==> src/rtl/nmru_pkg.sv <==
package nmru_pkg;
  // default table size
  localparam int unsigned NMRU_DEF_ENTRIES = 64;

  // index width for a table of n entries (at least one bit)
  function automatic int unsigned nmru_idx_w(input int unsigned n);
    return (n > 1) ? $clog2(n) : 1;
  endfunction

  // true when n is a power of two
  function automatic bit nmru_is_pow2(input int unsigned n);
    return (n != 0) && ((n & (n - 1)) == 0);
  endfunction
endpackage

==> src/rtl/nmru_match.sv <==
module nmru_match #(
  parameter int unsigned IW = 6
) (
  input  logic          touch_vld,
  input  logic [IW-1:0] touch_idx,
  input  logic [IW-1:0] ptr,
  output logic          adv
);
  // the pointer moves only when the entry it names is used
  always_comb adv = touch_vld && (touch_idx == ptr);
endmodule

==> src/rtl/nmru_step.sv <==
module nmru_step #(
  parameter int unsigned ENTRIES = 64,
  localparam int unsigned IW = nmru_pkg::nmru_idx_w(ENTRIES)
) (
  input  logic [IW-1:0] cur,
  output logic [IW-1:0] nxt
);
  localparam logic [IW-1:0] LAST = IW'(ENTRIES - 1);

  generate
    if (nmru_pkg::nmru_is_pow2(ENTRIES)) begin : g_pow2
      // natural overflow gives the wrap
      always_comb nxt = cur + 1'b1;
    end else begin : g_mod
      always_comb nxt = (cur == LAST) ? '0 : cur + 1'b1;
    end
  endgenerate
endmodule

==> src/rtl/nmru_ptr_reg.sv <==
module nmru_ptr_reg #(
  parameter int unsigned IW = 6
) (
  input  logic          clk,
  input  logic          rst,
  input  logic          adv,
  input  logic [IW-1:0] nxt,
  output logic [IW-1:0] q
);
  always_ff @(posedge clk) begin
    if (rst)      q <= '0;
    else if (adv) q <= nxt;
  end
endmodule

==> src/rtl/nmru_victim_ptr.sv <==
module nmru_victim_ptr #(
  parameter int unsigned ENTRIES = nmru_pkg::NMRU_DEF_ENTRIES,
  localparam int unsigned IW = nmru_pkg::nmru_idx_w(ENTRIES)
) (
  input  logic          clk,
  input  logic          rst,
  input  logic          touch_vld,
  input  logic [IW-1:0] touch_idx,
  output logic [IW-1:0] victim_idx
);
  localparam logic [IW-1:0] LAST = IW'(ENTRIES - 1);

  logic          adv;
  logic [IW-1:0] nxt;

  nmru_match #(.IW(IW)) u_match (
    .touch_vld (touch_vld),
    .touch_idx (touch_idx),
    .ptr       (victim_idx),
    .adv       (adv)
  );

  nmru_step #(.ENTRIES(ENTRIES)) u_step (
    .cur (victim_idx),
    .nxt (nxt)
  );

  nmru_ptr_reg #(.IW(IW)) u_reg (
    .clk (clk),
    .rst (rst),
    .adv (adv),
    .nxt (nxt),
    .q   (victim_idx)
  );

  // reset forces entry 0
  a_r1_reset_zero: assert property (@(posedge clk)
    rst |=> victim_idx == '0);

  // use of the pointed entry moves on by one, wrapping after the last
  a_r2_advance: assert property (@(posedge clk) disable iff (rst)
    (touch_vld && touch_idx == victim_idx) |=>
      victim_idx == (($past(victim_idx) == LAST) ? '0 : IW'($past(victim_idx) + 1'b1)));

  // use of another entry leaves the pointer alone
  a_r3_hold_other: assert property (@(posedge clk) disable iff (rst)
    (touch_vld && touch_idx != victim_idx) |=> $stable(victim_idx));

  // idle strobe never moves the pointer
  a_r5_idle_hold: assert property (@(posedge clk) disable iff (rst)
    !touch_vld |=> $stable(victim_idx));

  // the victim is never the entry just used
  a_r6_not_mru: assert property (@(posedge clk) disable iff (rst)
    touch_vld |=> victim_idx != $past(touch_idx));

  // pointer stays inside the table
  a_r4_in_range: assert property (@(posedge clk) disable iff (rst)
    victim_idx <= LAST);
endmodule

==> config.mk <==
export PLATFORM = sky130hd
export DESIGN_NAME = nmru_victim_ptr
export DESIGN_NICKNAME = d
export VERILOG_FILES = /design/src/rtl/nmru_pkg.sv /design/src/rtl/nmru_match.sv /design/src/rtl/nmru_step.sv /design/src/rtl/nmru_ptr_reg.sv /design/src/rtl/nmru_victim_ptr.sv
export SDC_FILE = /design/constraint.sdc
export NUM_CORES = 1
export LEC_CHECK = 0
export ABC_CLOCK_PERIOD_IN_PS = 1950
export BUFFER_PORTS_ARGS = -buffer_cell sky130_fd_sc_hd__buf_2
export CORE_AREA = 5 5 42 44
export CTS_BUF_LIST = sky130_fd_sc_hd__clkbuf_4
export DETAILED_ROUTE_END_ITERATION = 7
export DIE_AREA = 0 0 47 49
export GPL_ROUTABILITY_DRIVEN = 0
export MAX_ROUTING_LAYER = met4
export PLACE_DENSITY = 0.58
export SYNTH_ARGS = -nofsm -noshare
export SYNTH_HDL_FRONTEND = slang
export SYNTH_SLANG_ARGS = --single-unit
export TNS_END_PERCENT = 30
==> constraint.sdc <==
create_clock -name clk -period 1.95 [get_ports clk]
set_clock_uncertainty 0.05 [all_clocks]
set_input_delay 0.39 -clock clk [delete_from_list [all_inputs] [get_ports clk]]
set_output_delay 0.39 -clock clk [all_outputs]
set_load 0.01 [all_outputs]
==> run summary <==
clock buffers created by TritonCTS: 3
clk root buf: clkbuf_4
fraction of final layout cells with drive strength greater than 1: 36.2%
pwr/cell area: 552 mW/mm^2
filler cell count: 157
Die Footprint: 0.00230 sq mm
placeable core region: 0.00140 sq mm
maximum vdd ir drop: 0.197 mV
antenna diode instance count: 0
Total Routing Usage GR: 8.96%
proportion of total power due to net switching: 22.3%
result of the run: completed
clock latency on the worst-skew pair: 250 ps
via count normalized by instance count: 4.84
class of the most critical setup path: reg -> reg
HP Class: in -> reg
antenna viol nets, final: 0
post-synthesis simple-gate area fraction: 24.2%
launching element type of the critical path: flip-flop
clock transition at the register clock pins on the worst setup and hold paths after CTS: 40 ps
total iterations of the first detailed-routing run: 4
via count of the first global-routing pass: 335
flip-flop count of the largest register after layout: 6
maximum fanout encountered on the critical timing path: 9
total standard cell area after synthesis: 367 sq um
total number of vias: 358
largest family of logic cells by synthesized area: simple AND/OR/NAND/NOR gates
fraction of post-synthesis cell area in the top cell type by area: 32.8%
cell taking the most area after synthesis: dfxtp_1
number of resized instances in the post-cts repair step: 0
synthesized area divided by synthesized cell count: 8.94 sq um
Worst Reg2Reg Path Length in Cells: 4
Gate Count Post-Synth: 41
Flop pwr share: 46.7%
critical path capture point type: flip-flop
Post-Route Setup TNS: 0 ps
slew at the pin closest to its max-slew limit: 312 ps
unrepaired setup endpoints after global routing: no
Synth async-reset ratio: 0%
min Tclk post-route: 1620 ps
top cells by area in the synthesized netlist: dfxtp_1, xnor2_1, o311ai_0
initial standard-cell utilization of the core: 26.2%
list of most frequent post-synthesis cells: dfxtp_1, xnor2_1, inv_1, nand2_1, nand3_1
Layout Utilization: 34.2%
critical path data arrival time: 1750 ps
number of synthesized register bits: 6
Max-Cap Viols: 0
count of flip-flops with a built-in enable after synthesis: 0
clock network fraction of total power: 43.6%
PortBufs: 14
switching pwr: 58.9 uW
leakage power summed over all cells: 0.199 nW
combinational power share: 9.7%
register with the highest flop count: u_reg.q
multi-input gate area in the final layout: 235 sq um
area share of xor/xnor cells in the synthesized design: 14.3%
syn nets: 51
clock tree sinks: 6
post-detail-place hpwl: 647 um
Internal Power: 206 uW
sequential standard cell area: 120 sq um
Die Span X: 47 um
maximum number of pins on one net before global-route repair: 10
Max-slew headroom: 79.0%
number of distinct library cell variants in the gate-level netlist after synthesis: 18
number of levels in the clock H-tree: 1
top flop regs: u_reg.q: 6 flops
number of antenna violations at the first check in global routing: 0
number of nets in the layout: 70
Area growth syn-to-layout: 30.7%
Seq/Total Area, Yosys: 32.8%
number of placement rows: 14
final-report max-slew violation count: 0
compound-gate portion of the synthesized area: 16.4%
setup bufs post-CTS: 0
predominant post-synthesis flop cell: dfxtp_1
Final Hold Viols: 0
Peak Freq: 0.618 GHz
final cycle utilization of the critical path: 83.0%
I/O pin count: 15
arithmetic-cell share of the synthesized area counting full adders, half adders and majority gates: 3.41%
global-route wire length before repair: 1.37 mm
TritonCTS clock tree: done
overflow left after global routing: 0
Total Routed Length: 812 um
number of buffers added to fix hold violations after cts: 0
Synth Warn #: 0
DRC violations left: 0
Worst Hold Depth: 2
number of DRC markers in iteration 0: 10
count of endpoints failing setup in the final report: 0
die extent in y: 49 um
maximum count of clock buffers along a single path: 2
data required time of the worst path: 2080 ps
proportion of synthesized area in mux cells: 5.80%
routed length per instance: 11.0 um
[cell families (layout without fill, tap and decap cells)]
family	after synthesis	count (layout)
simple gates	15	15
buf+inv	3	20
flops	6	6
mux	2	2
compound gates	8	8
fa+ha+maj	1	1
xor+xnor	6	6
[final timing paths]
kind,start,slack [ps],end
setup reg to reg,u_reg.q[0],330,u_reg.q[4]
setup / recovery,u_reg.q[0],330,u_reg.q[4]
hold reg to reg,u_reg.q[1],480,u_reg.q[1]
hold / removal,rst,340,u_reg.q[2]
[metrics by stage]
| stage | area (sq um) | hold WS [ps] | setup slack (ps) | cells | power [mW] |
|---|---|---|---|---|---|
| after floorplan | 367 | 409 | 411 | 41 | 0.139 |
| after global placement | 457 | 459 | 264 | 71 | 0.151 |
| after detailed placement | 457 | 466 | 234 | 71 | 0.152 |
| after CTS | 479 | 332 | 314 | 74 | 0.272 |
| after global routing | 479 | 340 | 154 | 74 | 0.283 |
| final | 479 | 344 | 332 | 74 | 0.265 |
[layout by cell type, fill, tap and decap left out, types with 3 or more instances in the layout]
cell	synthesis	final
buf_2	0	14
nand3_1	3	3
inv_1	3	3
xnor2_1	6	6
dfxtp_1	6	6
clkbuf_4	0	3
nand2_1	3	3
[power groups by stage]
stage | combinational [mW] | clock (mW) | sequential [mW]
finish | 0.0258 | 0.115 | 0.124
global route | 0.0282 | 0.132 | 0.123
CTS | 0.0261 | 0.122 | 0.123
detailed placement | 0.0260 | 0 | 0.126
global placement | 0.0258 | 0 | 0.126
floorplan | 0.0128 | 0 | 0.126
[area by class of cell]
cell class | count | area share (%)
Tap cell | 16 | 4.18
Clock buffer | 3 | 4.70
Multi-Input combinational cell | 32 | 49.1
Sequential cell | 6 | 25.1
Inverter | 3 | 2.35
Timing Repair Buffer | 14 | 14.6
[metal layers]
layer  track usage (%)  vias to the layer above  wire, um
li1                  -                      187         -
met1              10.4                      155       355
met2              10.6                       14       354
met3              6.64                        2        94
met4              5.53                        0         7
met5                 -                        -         0
[worst max-delay path, stage by stage, from the launching register on]
cell     delay (ps)
dfxtp_1         420
xnor2_1         160
nand4_2         220
or4_1           550
a21oi_1         150
Note: power is estimated with default switching activity, not from simulation.
